===== src/rtl/keyed_wdt_pkg.sv =====
package keyed_wdt_pkg;

    localparam logic [7:0] OFS_CTRL  = 8'h00;
    localparam logic [7:0] OFS_RANGE = 8'h04;
    localparam logic [7:0] OFS_COUNT = 8'h08;
    localparam logic [7:0] OFS_KICK  = 8'h0C;
    localparam logic [7:0] KICK_KEY  = 8'h76;

    typedef enum logic [1:0] {
        WD_IDLE   = 2'd0,
        WD_FIRST  = 2'd1,
        WD_NORMAL = 2'd2
    } wd_state_t;

    typedef enum logic {
        PG_QUIET  = 1'b0,
        PG_ACTIVE = 1'b1
    } pg_state_t;

    typedef struct packed {
        logic arm;
        logic range_wr;
        logic kick;
    } wd_cmd_t;

endpackage


===== src/rtl/keyed_wdt_loadval.sv =====
module keyed_wdt_loadval #(
    parameter int BASE_EXP = 16,
    parameter int CNT_W    = BASE_EXP + 16
) (
    input  logic [3:0]       code,
    output logic [CNT_W-1:0] value
);
    localparam logic [CNT_W-1:0] ONE = {{(CNT_W-1){1'b0}}, 1'b1};

    always_comb begin
        value = ONE << (BASE_EXP + int'(code));
    end
endmodule


===== src/rtl/keyed_wdt_regs.sv =====
module keyed_wdt_regs
    import keyed_wdt_pkg::*;
#(
    parameter int ADDR_W = 8,
    parameter int CNT_W  = 32
) (
    input  logic              clk,
    input  logic              rst_n,
    input  logic [ADDR_W-1:0] bus_addr,
    input  logic              bus_we,
    input  logic [31:0]       bus_wdata,
    input  logic              en,
    input  logic [CNT_W-1:0]  cnt_q,
    output wd_cmd_t           cmd,
    output logic [3:0]        top_q,
    output logic [3:0]        init_q,
    output logic [3:0]        init_eff,
    output logic [31:0]       bus_rdata
);
    logic sel_ctrl, sel_range, sel_count, sel_kick;

    always_comb begin
        sel_ctrl  = (bus_addr == ADDR_W'(OFS_CTRL));
        sel_range = (bus_addr == ADDR_W'(OFS_RANGE));
        sel_count = (bus_addr == ADDR_W'(OFS_COUNT));
        sel_kick  = (bus_addr == ADDR_W'(OFS_KICK));
    end

    always_comb begin
        cmd.arm      = bus_we && sel_ctrl && bus_wdata[0];
        cmd.range_wr = bus_we && sel_range;
        cmd.kick     = bus_we && sel_kick && (bus_wdata == 32'(KICK_KEY));
    end

    always_ff @(posedge clk or negedge rst_n) begin
        if (!rst_n) begin
            top_q  <= 4'd0;
            init_q <= 4'd0;
        end else if (cmd.range_wr) begin
            top_q  <= bus_wdata[3:0];
            init_q <= bus_wdata[7:4];
        end
    end

    always_comb begin
        init_eff = cmd.range_wr ? bus_wdata[7:4] : init_q;
    end

    always_comb begin
        bus_rdata = 32'd0;
        if (sel_ctrl)       bus_rdata = {31'd0, en};
        else if (sel_range) bus_rdata = {24'd0, init_q, top_q};
        else if (sel_count) bus_rdata = 32'(cnt_q);
    end
endmodule


===== src/rtl/keyed_wdt_fsm.sv =====
module keyed_wdt_fsm
    import keyed_wdt_pkg::*;
#(
    parameter int BASE_EXP = 16,
    parameter int CNT_W    = BASE_EXP + 16
) (
    input  logic             clk,
    input  logic             rst_n,
    input  wd_cmd_t          cmd,
    input  logic [3:0]       top_q,
    input  logic [3:0]       init_eff,
    output logic             en,
    output logic [CNT_W-1:0] cnt_q,
    output logic             fire
);
    wd_state_t        st_q, st_d;
    logic [CNT_W-1:0] cnt_d;
    logic [CNT_W-1:0] load_init, load_top;
    logic             at_zero;

    keyed_wdt_loadval #(.BASE_EXP(BASE_EXP), .CNT_W(CNT_W)) u_ld_init (
        .code (init_eff),
        .value(load_init)
    );

    keyed_wdt_loadval #(.BASE_EXP(BASE_EXP), .CNT_W(CNT_W)) u_ld_top (
        .code (top_q),
        .value(load_top)
    );

    assign at_zero = (cnt_q == '0);

    // next state and next count
    always_comb begin
        st_d  = st_q;
        cnt_d = cnt_q;
        unique case (st_q)
            WD_IDLE: begin
                if (cmd.arm) begin          // arm
                    st_d  = WD_FIRST;
                    cnt_d = load_init;
                end
            end
            WD_FIRST: begin
                if (cmd.range_wr) begin     // range_reload
                    cnt_d = load_init;
                end else if (cmd.kick || at_zero) begin  // kick / expire
                    st_d  = WD_NORMAL;
                    cnt_d = load_top;
                end else begin              // count
                    cnt_d = cnt_q - 1'b1;
                end
            end
            WD_NORMAL: begin
                if (cmd.kick || at_zero) begin
                    cnt_d = load_top;
                end else begin
                    cnt_d = cnt_q - 1'b1;
                end
            end
            default: begin
                st_d  = WD_IDLE;
                cnt_d = '0;
            end
        endcase
    end

    // state register
    always_ff @(posedge clk or negedge rst_n) begin
        if (!rst_n) begin
            st_q  <= WD_IDLE;
            cnt_q <= '0;
        end else begin
            st_q  <= st_d;
            cnt_q <= cnt_d;
        end
    end

    // outputs
    always_comb begin
        en   = (st_q != WD_IDLE);
        fire = 1'b0;
        unique case (st_q)
            WD_FIRST:  fire = at_zero && !cmd.range_wr && !cmd.kick;
            WD_NORMAL: fire = at_zero && !cmd.kick;
            default:   fire = 1'b0;
        endcase
    end
endmodule


===== src/rtl/keyed_wdt_pulse.sv =====
module keyed_wdt_pulse
    import keyed_wdt_pkg::*;
#(
    parameter int PULSE_LEN = 8,
    localparam int PW       = $clog2(PULSE_LEN + 1)
) (
    input  logic clk,
    input  logic rst_n,
    input  logic fire,
    output logic pulse
);
    localparam logic [PW-1:0] LEN = PW'(PULSE_LEN);
    localparam logic [PW-1:0] ONE = PW'(1);

    pg_state_t      st_q, st_d;
    logic [PW-1:0]  left_q, left_d;

    always_comb begin
        st_d   = st_q;
        left_d = left_q;
        unique case (st_q)
            PG_QUIET: begin
                if (fire) begin
                    st_d   = PG_ACTIVE;
                    left_d = LEN;
                end
            end
            PG_ACTIVE: begin
                if (fire) begin
                    left_d = LEN;
                end else if (left_q == ONE) begin
                    st_d   = PG_QUIET;
                    left_d = '0;
                end else begin
                    left_d = left_q - ONE;
                end
            end
            default: begin
                st_d   = PG_QUIET;
                left_d = '0;
            end
        endcase
    end

    always_ff @(posedge clk or negedge rst_n) begin
        if (!rst_n) begin
            st_q   <= PG_QUIET;
            left_q <= '0;
        end else begin
            st_q   <= st_d;
            left_q <= left_d;
        end
    end

    always_comb begin
        pulse = (st_q == PG_ACTIVE);
    end
endmodule


===== src/rtl/keyed_wdt.sv =====
module keyed_wdt
    import keyed_wdt_pkg::*;
#(
    parameter int ADDR_W    = 8,
    parameter int BASE_EXP  = 16,
    parameter int PULSE_LEN = 8,
    localparam int CNT_W    = BASE_EXP + 16
) (
    input  logic              clk,
    input  logic              rst_n,
    input  logic [ADDR_W-1:0] bus_addr,
    input  logic              bus_we,
    input  logic [31:0]       bus_wdata,
    output logic [31:0]       bus_rdata,
    output logic              sys_rst_out
);
    wd_cmd_t          cmd;
    logic [3:0]       top_q, init_q, init_eff;
    logic             en, fire, kick_stb;
    logic [CNT_W-1:0] cnt_q;

    assign kick_stb = cmd.kick;

    keyed_wdt_regs #(.ADDR_W(ADDR_W), .CNT_W(CNT_W)) u_regs (
        .clk      (clk),
        .rst_n    (rst_n),
        .bus_addr (bus_addr),
        .bus_we   (bus_we),
        .bus_wdata(bus_wdata),
        .en       (en),
        .cnt_q    (cnt_q),
        .cmd      (cmd),
        .top_q    (top_q),
        .init_q   (init_q),
        .init_eff (init_eff),
        .bus_rdata(bus_rdata)
    );

    keyed_wdt_fsm #(.BASE_EXP(BASE_EXP), .CNT_W(CNT_W)) u_fsm (
        .clk     (clk),
        .rst_n   (rst_n),
        .cmd     (cmd),
        .top_q   (top_q),
        .init_eff(init_eff),
        .en      (en),
        .cnt_q   (cnt_q),
        .fire    (fire)
    );

    keyed_wdt_pulse #(.PULSE_LEN(PULSE_LEN)) u_pulse (
        .clk  (clk),
        .rst_n(rst_n),
        .fire (fire),
        .pulse(sys_rst_out)
    );
endmodule


===== config.mk =====
export PLATFORM = sky130hd
export DESIGN_NAME = keyed_wdt
export DESIGN_NICKNAME = d
export VERILOG_FILES = /design/src/rtl/keyed_wdt_pkg.sv /design/src/rtl/keyed_wdt_loadval.sv /design/src/rtl/keyed_wdt_regs.sv /design/src/rtl/keyed_wdt_fsm.sv /design/src/rtl/keyed_wdt_pulse.sv /design/src/rtl/keyed_wdt.sv
export SDC_FILE = /design/constraint.sdc
export NUM_CORES = 1
export LEC_CHECK = 0
export BUFFER_PORTS_ARGS = -buffer_cell sky130_fd_sc_hd__buf_4
export CAP_MARGIN = 20
export CORE_MARGIN = 10
export CORE_UTILIZATION = 53
export DETAILED_ROUTE_END_ITERATION = 6
export PLACE_DENSITY = 0.76
export SLEW_MARGIN = 0
export SYNTH_ARGS = -nofsm -noshare
export SYNTH_HDL_FRONTEND = slang
export SYNTH_HIERARCHICAL = 1
export SYNTH_SLANG_ARGS = --single-unit

===== constraint.sdc =====
create_clock -name clk -period 2.4 [get_ports clk]
set_input_delay 0.48 -clock clk [delete_from_list [all_inputs] [get_ports clk]]
set_output_delay 0.48 -clock clk [all_outputs]
set_load 0.03 [all_outputs]

==> results of run 1 <==
## worst paths after layout
| kind | start | end | slack [ns] | cells past startpoint |
|---|---|---|---|---|
| max | bus_addr[5] | u_fsm/cnt_q[17]$_DFFE_PN0N_ | -0.20 | 12 |
| min | rst_n | u_fsm/cnt_q[6]$_DFFE_PN0N_ | 0.18 | 1 |
| max reg2reg | u_fsm/cnt_q[0]$_DFFE_PN0N_ | u_fsm/cnt_q[29]$_DFFE_PN0N_ | -0.17 | 9 |
| min reg2reg | u_pulse/left_q[3]$_DFFE_PN0P_ | u_pulse/left_q[3]$_DFFE_PN0P_ | 0.54 | 1 |
| max in group asynchronous | rst_n | u_fsm/cnt_q[23]$_DFFE_PN0N_ | 1.80 | 1 |
| min in group clk | bus_wdata[1] | u_regs/top_q[1]$_DFFE_PN0P_ | 0.40 | 2 |
## layout by cell type, fill, tap and decap left out, types with 5 or more instances in the layout
| cell | n |
|---|---|
| or4_4 | 5 |
| a221o_1 | 7 |
| nor2b_1 | 5 |
| nor3_1 | 17 |
| o21ai_1 | 15 |
| xnor2_1 | 21 |
| or3_1 | 5 |
| and4b_1 | 9 |
| o21bai_1 | 6 |
| xor2_1 | 9 |
| buf_12 | 5 |
| and4bb_2 | 12 |
| nand3_1 | 7 |
| inv_1 | 27 |
| o2bb2ai_1 | 12 |
| ha_1 | 9 |
| clkbuf_8 | 5 |
| nor4b_2 | 6 |
| mux2_4 | 5 |
| nand2_1 | 30 |
| conb_1 | 32 |
| o21bai_4 | 6 |
| nor2_1 | 26 |
| a211oi_1 | 7 |
| and2_4 | 24 |
| nor4_4 | 7 |
| a21oi_2 | 10 |
| o2111ai_1 | 10 |
| o21ai_0 | 33 |
| nand4_1 | 10 |
| a21oi_1 | 43 |
| o211ai_1 | 5 |
| buf_4 | 140 |
| dfrtp_1 | 47 |
| mux2_2 | 9 |
| nor4_1 | 10 |
| buf_6 | 39 |
| nor3b_2 | 9 |
## logic make-up after synthesis
logic type / after synthesis
compound gates: 188
xor+xnor: 30
fa+ha+maj: 9
buf+inv: 106
flops: 47
mux: 13
other cells: 2
simple gates: 219
## sequential cells by signal (all words and copies together), names as in the netlist
| signal | count |
|---|---|
| u_fsm/cnt_q | 32 |
| u_pulse/left_q | 4 |
| u_regs/init_q | 4 |
| u_regs/top_q | 4 |
| u_fsm/st_q | 2 |
| u_pulse/pulse | 1 |
## routing by layer
| metal | GRT usage (%) | part of all wire, % |
|---|---|---|
| met2 | 40.7 | 46 |
| met5 | 0 | 0 |
| met1 | 30.0 | 37 |
| met4 | 7.90 | 5.8 |
| met3 | 5.04 | 12 |
## repair_timing
action | CTS | global route
hold endpoints to repair | 0 | 0
pin swaps | 20 | 32
resized for setup | 67 | 78
endpoints found under the setup margin | 57 | 60
buffers inserted | 10 | 7
gates cloned | 5 | 5
## report_power, final
group / switching [mW] / internal (mW)
logic: 1.93 / 1.55
clock network: 0.317 / 0.204
registers: 0.299 / 1.05
## area by class of cell
type                            count  area (µm²)
Clock buffer                        5        68.8
Fill cell                         569        2060
Timing Repair Buffer              192        1740
Multi-Input combinational cell    495        3890
Sequential cell                    47        1180
Inverter                           32         120
Clock inverter                      3        20.0
Tap cell                          129         161
## stage by stage
step / hold WS, ns / utilization [%] / cell area (µm²) / power [mW] / TNS (ns)
2_1_floorplan: 0.184 / - / 5230 / 3.14 / -3.73
3_3_place_gp: 0.500 / 67.6 / 6240 / 4.19 / -14.13
3_5_place_dp: 0.515 / 67.6 / 6240 / 4.31 / -16.24
4_1_cts: 0.206 / 72.7 / 6720 / 4.91 / -3.40
5_1_grt: 0.236 / 77.7 / 7180 / 5.59 / -8.68
6_report: 0.184 / 77.7 / 7180 / 5.35 / -5.07
## worst max-delay path: cells and delay by family
family	cells	cell delay, ns
AOI/OAI and AO/OA	5	0.81
and+or+nand+nor	3	0.77
buffers and inverters	3	0.43
muxes	1	0.36
==> flow_summary.toml, run 1 <==
[run_status]
status = "finished with violations"
violations = "setup timing"

[sta]
worstMarginPinSlew_ns = 0.723
drv_slew = 0
rsz0062_at_grt = "true"
min_period_over_period_pct = 108
final.min_clock_period_ns = 2.60
finClkSkew_ns = 0.0100
max_freq_mhz = 385
relSlewSlack_pct = 51.4
hold_viol_final = 0
fin_ws_ns = -0.196
finalSetupViolations = 53

[critical_path]
cp.arrival_ns = 2.85
cp_data_required_time_ns = 2.65
criticalPathCategory = "in2reg"
slowest_stage = "mux2_4"
critPathCaptureType = "flop"
start_kind = "primary input"
cpPeakStageDelay_ns = 0.36
crit_chain = "buf_8 > nor4_4 > nand4_1 > buf_6 > mux2_4 > nor4b_2 > inv_1 > a21oi_2 > o2111ai_1 > o21bai_1 > o21ai_1 > o2bb2ai_1"
path_max_fanout = 7

[job]
drv_cap = 0

[die]
die_h_um = 117
initial_core_util_pct = 54.4
rows = 35
core_area_um2 = 9240
pin_count = 76
dieArea_um2 = 13800
die_w_um = 117

[synth]
async_flop_share_pct = 100
synth_mux_area_share_pct = 2.84
synth.cell_area_um2 = 5020
ys_types = 64
synthXorXnorAreaFrac_pct = 5.23
seq_area_frac_synth_pct = 23.4
synth.most_common_cell = "a21oi_1"
synth_top_family_by_area = "simple AND/OR/NAND/NOR gates"
synth_top_area_share_pct = 23.4
yosys.area_share.simple_pct = 30.3
synth_flop_cell = "dfrtp_1"
synth_compound_area_share_pct = 24.2
synth_common_cells = "a21oi_1, o21ai_0, dfrtp_1"
synth-seq-cells = 47
yosys_warnings = 6
synth-edff-count = 0
synth_fa_ha_area_share_pct = 2.24
ys_top_cells_by_area = "dfrtp_1, buf_4, a21oi_1"
yosysTopAreaCell = "dfrtp_1"
synth_cells = 614
syn-mean-instance-area_um2 = 8.18

[clocking]
cts_root_buf = "clkbuf_8"
postCtsHoldBufs = 0
clk_latency_ns = 0.32
clk_path_buf_depth = 2
path_clk_slew_ns = 0.10
htreeDepth = 2
numCtsBuffers = 5
cts.sinks = 47
cts_tree = "built"

[routing]
ant_nets = 0
num_vias = 5949
drt_first_pass_iters = 6
drc_errors = 0
drt_iter0_markers = 928
totalWireLength_mm = 19.7
viasPerCell = 6.59
routedWlPerCell_um = 21.8

[cells_and_area]
syn2layout_area_growth_pct = 42.9
final_cells = 903
diodes = 0
final_nets = 825
drive_above_1_share_pct = 42.5

[power]
powerDensity_nw_per_um2 = 746
vdd_drop_max_v = 0.000452
power.leakage_nw = 3.09

[placement]
io_buffers = 75
dp.cells = 868
dp_slack_ns = -0.443
gp_congestion = 0.953
hpwlAfterDp_mm = 12.3

[hold_path]
hold_class = "in2async"

[grt]
grt_pass1_vias = 5598
overflow = 0
grt_max_degree = 48
track_usage_pct = 24.2
grt_pass1_wl_mm = 28.4
antenna_found_initial = 0
Power figures use the tool's default switching activity.
==> run 2: changes to the inputs <==
--- a/config.mk
+++ b/config.mk
@@ -5,10 +5,11 @@
 export SDC_FILE = /design/constraint.sdc
 export NUM_CORES = 1
 export LEC_CHECK = 0
-export BUFFER_PORTS_ARGS = -buffer_cell sky130_fd_sc_hd__buf_4
+export ABC_AREA = 1
+export BUFFER_PORTS_ARGS = -buffer_cell sky130_fd_sc_hd__buf_2
 export CAP_MARGIN = 20
 export CORE_MARGIN = 10
-export CORE_UTILIZATION = 53
+export CORE_UTILIZATION = 54
 export DETAILED_ROUTE_END_ITERATION = 6
 export PLACE_DENSITY = 0.76
 export SLEW_MARGIN = 0
==> run 2 against run 1 <==
  * Critical endpoint is now u_pulse/left_q[0]$_DFFE_PN0P_
  * Total power is 14% higher
  * Clock-buffer cell count stayed put
  * Via count is 9.8% higher
  * Critical path depth is 2 lower
  * Clock skew is 0.0022 ns higher
  * The run now ends clean
  * Utilization is 15 points lower
  * Cell count is 43% higher
  * First-iteration DRC count is 32% lower
==> flow_summary.toml, run 2 <==
[run_status]
status = "finished, final reports clean"

[sta]
finalSetupViolations = 0
max_freq_mhz = 449
drv_slew = 0
worstMarginPinSlew_ns = 0.584
finClkSkew_ns = 0.0122
min_period_over_period_pct = 92.9
hold_viol_final = 0
final.min_clock_period_ns = 2.23
relSlewSlack_pct = 61.0
rsz0062_at_grt = "false"
fin_setup_tns_ns = 0

[clocking]
path_clk_slew_ns = 0.11
clk_latency_ns = 0.32
cts_root_buf = "clkbuf_8"
cts.sinks = 47
clk_path_buf_depth = 2
post-cts-setup-buffer-count = 0
numCtsBuffers = 5
cts_tree = "built"
htreeDepth = 2

[critical_path]
critical_path_depth = 10
cp.arrival_ns = 2.43
start_kind = "flop"
cp-startpoint = "u_fsm/cnt_q[0]$_DFFE_PN0N_"
cpPeakStageDelay_ns = 0.46
critPathCaptureType = "flop"
crit_chain = "inv_1 > ha_1 > nand2_1 > nor4_1 > nand3_1 > a211oi_1 > buf_4 > inv_1 > nand2_1 > o21ai_0"
cp-endpoint = "u_pulse/left_q[0]$_DFFE_PN0P_"
cpLargestDelayFamily = "simple AND/OR/NAND/NOR gates"
slowest_stage = "dfrtp_1"
cp_num_buf_inv = 3
r2r-end = "u_pulse/left_q[0]$_DFFE_PN0P_"
path_max_fanout = 4
cp_data_required_time_ns = 2.60
reg2reg_from = "u_fsm/cnt_q[0]$_DFFE_PN0N_"
reg2reg_slack_ns = 0.17
reg2regPathDepth = 10
criticalPathCategory = "reg2reg"

[power]
powerDensity_nw_per_um2 = 951
power.leakage_nw = 3.70
power.total_mw = 6.12
vdd_drop_max_v = 0.000509

[grt]
antenna_found_initial = 0
track_usage_pct = 23.9
grt_pass1_wl_mm = 29.1
grt_pass1_vias = 5930
grt_max_degree = 38
overflow = 0

[placement]
place_area_um2 = 6280
dp.cells = 1282
hpwlAfterDp_mm = 13.3
gp_congestion = 0.950
io_buffers = 75

[cells_and_area]
layout_common_cells = "nand2_1, nor2_1, inv_1"
diodes = 0
final_nets = 1206
finish.instance_area_um2 = 6440
largest_reg_flops = 32
regMostFlops = "u_fsm/cnt_q"
fillers = 1066
syn2layout_area_growth_pct = 14.1
final_cells = 1291
final_common_cell = "nand2_1"
drive_above_1_share_pct = 14.5

[die]
dieArea_um2 = 14900
initial_core_util_pct = 55.1
pin_count = 76
die_h_um = 122
core_area_um2 = 10200
rows = 37
die_w_um = 122

[hold_path]
hold_class = "in2reg"

[routing]
ant_nets = 0
drc_errors = 0
wl_met1_mm = 7.62
wl_met3_mm = 1.51
maxUsedRoutingLayer = "met4"
dr_wl_met2_mm = 8.13
totalWireLength_mm = 17.7
routedWlPerCell_um = 13.7
num_vias = 6532
drt_first_pass_iters = 5
viasPerCell = 5.06
drt_iter0_markers = 630

[synth]
async_flop_share_pct = 100
synth.cell_area_um2 = 5640
synth_flop_cell = "dfrtp_1"
seq_area_frac_synth_pct = 20.8
synth-edff-count = 0
syn-mean-instance-area_um2 = 5.33
ys_top_cells_by_area = "nand2_1, dfrtp_1, nor2_1"
yosys_warnings = 6
synth.most_common_cell = "nand2_1"
ys_types = 32
synth-seq-cells = 47
synth_cells = 1058
synth_top_area_share_pct = 29.0
synth_common_cells = "nand2_1, nor2_1, inv_1"
yosysTopAreaCell = "nand2_1"

[job]
drv_cap = 0
## run 2: changes by cell type after synthesis, sizes merged, moves of 25 or more
cell / delta
a21oi: -31
and2: -25
inv: +96
nand2: +411
nand3: +71
nor2: +149
## run 2: area by class of cell
cell class                      count  area (µm²)  share of cell area [%]
Multi-Input combinational cell    845        3660                    56.8
Sequential cell                    47        1180                    18.3
Timing Repair Buffer              127         818                    12.7
Inverter                          128         480                    7.46
Tap cell                          136         170                    2.64
Clock buffer                        5        68.8                    1.07
Clock inverter                      3        67.6                    1.05
## run 2: worst min-delay path by stage
stage | start | endpoint | slack [ns] | cells after the start
2_1_floorplan | rst_n | u_fsm/cnt_q[0]$_DFFE_PN0N_ | 0.18 | 0
3_3_place_gp | rst_n | u_regs/init_q[2]$_DFF_PN0_ | 0.29 | 1
3_5_place_dp | rst_n | u_regs/init_q[2]$_DFF_PN0_ | 0.28 | 1
4_1_cts | bus_wdata[2] | u_regs/top_q[2]$_DFFE_PN0P_ | 0.40 | 3
5_1_grt | bus_wdata[2] | u_regs/top_q[2]$_DFFE_PN0P_ | 0.42 | 3
6_report | bus_wdata[2] | u_regs/top_q[2]$_DFFE_PN0P_ | 0.40 | 3
## run 2: stage by stage
step	utilization [%]	hold WS, ns	setup WS [ns]
final	62.9	0.402	0.171
after global placement	61.4	0.288	0.152
after floorplan	-	0.184	0.244
after detailed placement	61.4	0.281	0.131
after global routing	62.9	0.419	0.000807
after CTS	62.8	0.404	0.234
## run 2: power breakdown
part	internal (mW)	switching [mW]	total (mW)	leakage, nW
logic	1.38	2.75	4.13	3.00
registers	1.02	0.235	1.25	0.627
clock network	0.416	0.318	0.734	0.0644
## run 2: logic make-up (layout without fill, tap and decap cells)
| family | Yosys count | count (layout) | share of synthesized area (%) |
|---|---|---|---|
| AND/OR/NAND/NOR | 707 | 707 | 50.7 |
| XOR/XNOR | 8 | 8 | 1.24 |
| buffers and inverters | 196 | 263 | 16.6 |
| other | 2 | 32 | 0.133 |
| AO/OA/AOI/OAI | 89 | 89 | 8.52 |
| flip-flops | 47 | 47 | 20.8 |
| adder cells (fa/ha/maj) | 9 | 9 | 2.00 |
## run 2: layer usage
layer | GRT usage [%] | up-vias
met5 | 0 | -
met1 | 31.9 | 2861
met4 | 8.10 | 0
met3 | 3.49 | 40
met2 | 38.7 | 282
li1 | - | 3349
## run 2: worst min-delay path: cells and delay by family
kind | cells | cell delay (ns)
simple gates | 2 | 0.13
buf+inv | 1 | 0.09
## run 2: repair_timing
item | CTS | global route
resized for setup | 0 | 2
hold buffers | 1 | 0
endpoints found under the setup margin | 0 | 2
hold endpoints to repair | 1 | 0
==> run 3: changes to the inputs <==
--- a/config.mk
+++ b/config.mk
@@ -6,7 +6,7 @@
 export NUM_CORES = 1
 export LEC_CHECK = 0
 export ABC_AREA = 1
-export BUFFER_PORTS_ARGS = -buffer_cell sky130_fd_sc_hd__buf_2
+export BUFFER_PORTS_ARGS = -buffer_cell sky130_fd_sc_hd__clkbuf_2
 export CAP_MARGIN = 20
 export CORE_MARGIN = 10
 export CORE_UTILIZATION = 54
==> run 3 against run 2 <==
  * Critical path depth increased by 3
  * Cell count is essentially flat
  * Critical endpoint is now u_fsm/cnt_q[30]$_DFFE_PN0N_
  * Routed wire length grew 0.54%
  * Design area barely moved
  * Clock-buffer cell count unchanged
  * Non-clock buffer count rose by 1
  * Sequential share of layout area barely moved
  * Highest routed layer unchanged
  * Fmax is 2.4% higher
  * Register-to-register slack gained 0.05 ns
  * Utilization about the same
  * Sequential cell count is the same
  * Sequential power is essentially flat
==> flow_summary.toml, run 3 (synthesized netlist as in run 2, its figures left out) <==
[run_status]
status = "finished, final reports clean"

[grt]
grt_pass1_vias = 5934
antenna_found_initial = 0
grt_max_degree = 40
overflow = 0
grt_pass1_wl_mm = 29.4
track_usage_pct = 24.0

[clocking]
cts_tree = "built"
cts_root_buf = "clkbuf_8"
numCtsBuffers = 5
postCtsHoldBufs = 0
htreeDepth = 2
clk_path_buf_depth = 2
post-cts-setup-buffer-count = 0
cts.sinks = 47
clk_latency_ns = 0.31
path_clk_slew_ns = 0.11

[cells_and_area]
final_nets = 1207
largest_reg_flops = 32
drive_above_1_share_pct = 14.6
syn2layout_area_growth_pct = 14.0
regMostFlops = "u_fsm/cnt_q"
final_cells = 1292
layout_common_cells = "nand2_1, nor2_1, inv_1"
final_common_cell = "nand2_1"
fin_util_pct = 62.9
diodes = 0

[sta]
rsz0062_at_grt = "false"
finClkSkew_ns = 0.00857
drv_slew = 0
finalSetupViolations = 0
hold_viol_final = 0
max_freq_mhz = 459
min_period_over_period_pct = 90.7
final.min_clock_period_ns = 2.18
relSlewSlack_pct = 58.0
worstMarginPinSlew_ns = 0.630

[die]
rows = 37
die_h_um = 122
dieArea_um2 = 14900
initial_core_util_pct = 55.1
pin_count = 76
core_area_um2 = 10200
die_w_um = 122

[placement]
gp_congestion = 0.980
io_buffers = 75
dp.cells = 1284
hpwlAfterDp_mm = 13.5

[critical_path]
cp.arrival_ns = 2.39
cp_data_required_time_ns = 2.61
start_kind = "flop"
path_max_fanout = 5
critPathCaptureType = "flop"
criticalPathCategory = "reg2reg"
reg2reg_from = "u_fsm/cnt_q[0]$_DFFE_PN0N_"
cp-startpoint = "u_fsm/cnt_q[0]$_DFFE_PN0N_"
reg2reg_slack_ns = 0.22

[routing]
ant_nets = 0
drt_first_pass_iters = 6
viasPerCell = 5.13
drc_errors = 0
routedWlPerCell_um = 13.8
drt_iter0_markers = 751
totalWireLength_mm = 17.8
num_vias = 6625

[power]
powerDensity_nw_per_um2 = 934
power.total_mw = 6.01
vdd_drop_max_v = 0.000559
power.leakage_nw = 3.68

[hold_path]
hold_class = "in2async"

[job]
drv_cap = 0
[run 3: cell count changes in the layout (fill, tap and decap cells not counted)]
cell,before,now
nor2_1,159,160
clkinvlp_4,1,0
buf_2,75,0
a211oi_1,1,0
buf_12,4,5
clkinv_4,0,1
buf_4,47,48
inv_6,0,1
bufinv_16,2,1
nor2_4,4,3
a211oi_2,0,1
clkbuf_2,0,75
dlygate4sd3_1,1,0
[run 3: metal layers]
metal / track usage, % / vias up / routed length, µm
li1: - / 3353 / -
met1: 31.9 / 2909 / 7370
met2: 38.9 / 320 / 8050
met3: 3.26 / 43 / 1810
met4: 8.47 / 0 / 601
met5: 0 / - / 0
[run 3: final cells by class]
class	count	area (µm²)
fillers	1046	3800
clock inverters	3	47.5
multi-input cells	845	3650
inverters	128	480
repair buffers	128	836
flip-flops and latches	47	1180
well taps	136	170
clock buffers	5	68.8
[run 3: power by group]
group / switching [mW] / internal (mW)
Sequential: 0.253 / 1.02
Combinational: 2.73 / 1.37
Clock: 0.322 / 0.317
Total: 3.31 / 2.70
[run 3: per-stage QoR]
stage          worst slack, ns  hold slack (ns)  area [µm²]  setup TNS (ns)
2_1_floorplan            0.244            0.184        5750               0
3_3_place_gp            0.0203            0.504        6310               0
3_5_place_dp           -0.0134            0.511        6310         -0.0255
4_1_cts                 0.0705            0.173        6430               0
5_1_grt                 0.0198            0.191        6430               0
6_report                 0.223            0.160        6430               0
[run 3: final timing paths]
| path | endpoint | depth (start not counted) |
|---|---|---|
| worst max-delay path | u_fsm/cnt_q[30]$_DFFE_PN0N_ | 13 |
| worst min-delay path | u_regs/init_q[0]$_DFF_PN0_ | 1 |
| max in group asynchronous | u_fsm/cnt_q[21]$_DFFE_PN0N_ | 2 |
| worst max register to register | u_fsm/cnt_q[30]$_DFFE_PN0N_ | 13 |
| min in group clk | u_regs/top_q[2]$_DFFE_PN0P_ | 3 |
| worst min register to register | u_pulse/left_q[1]$_DFFE_PN0P_ | 2 |
[run 3: timing repair]
action	4_1_cts	5_1_grt
hold endpoints to repair	0	0
endpoints found under the setup margin	0	4
gates resized for setup	0	1
[run 3: critical path: stages (launching register included)]
cell and delay (ns):
dfrtp_1 0.45, inv_1 0.14, ha_1 0.24, nand2_1 0.16, nor2_1 0.33, nand2_1 0.16
nor2_1 0.12, nand2_1 0.06, nand3_1 0.11, nand3_1 0.07, nand2_1 0.08, nand3_1 0.06
nand2_1 0.06, nand2_1 0.05
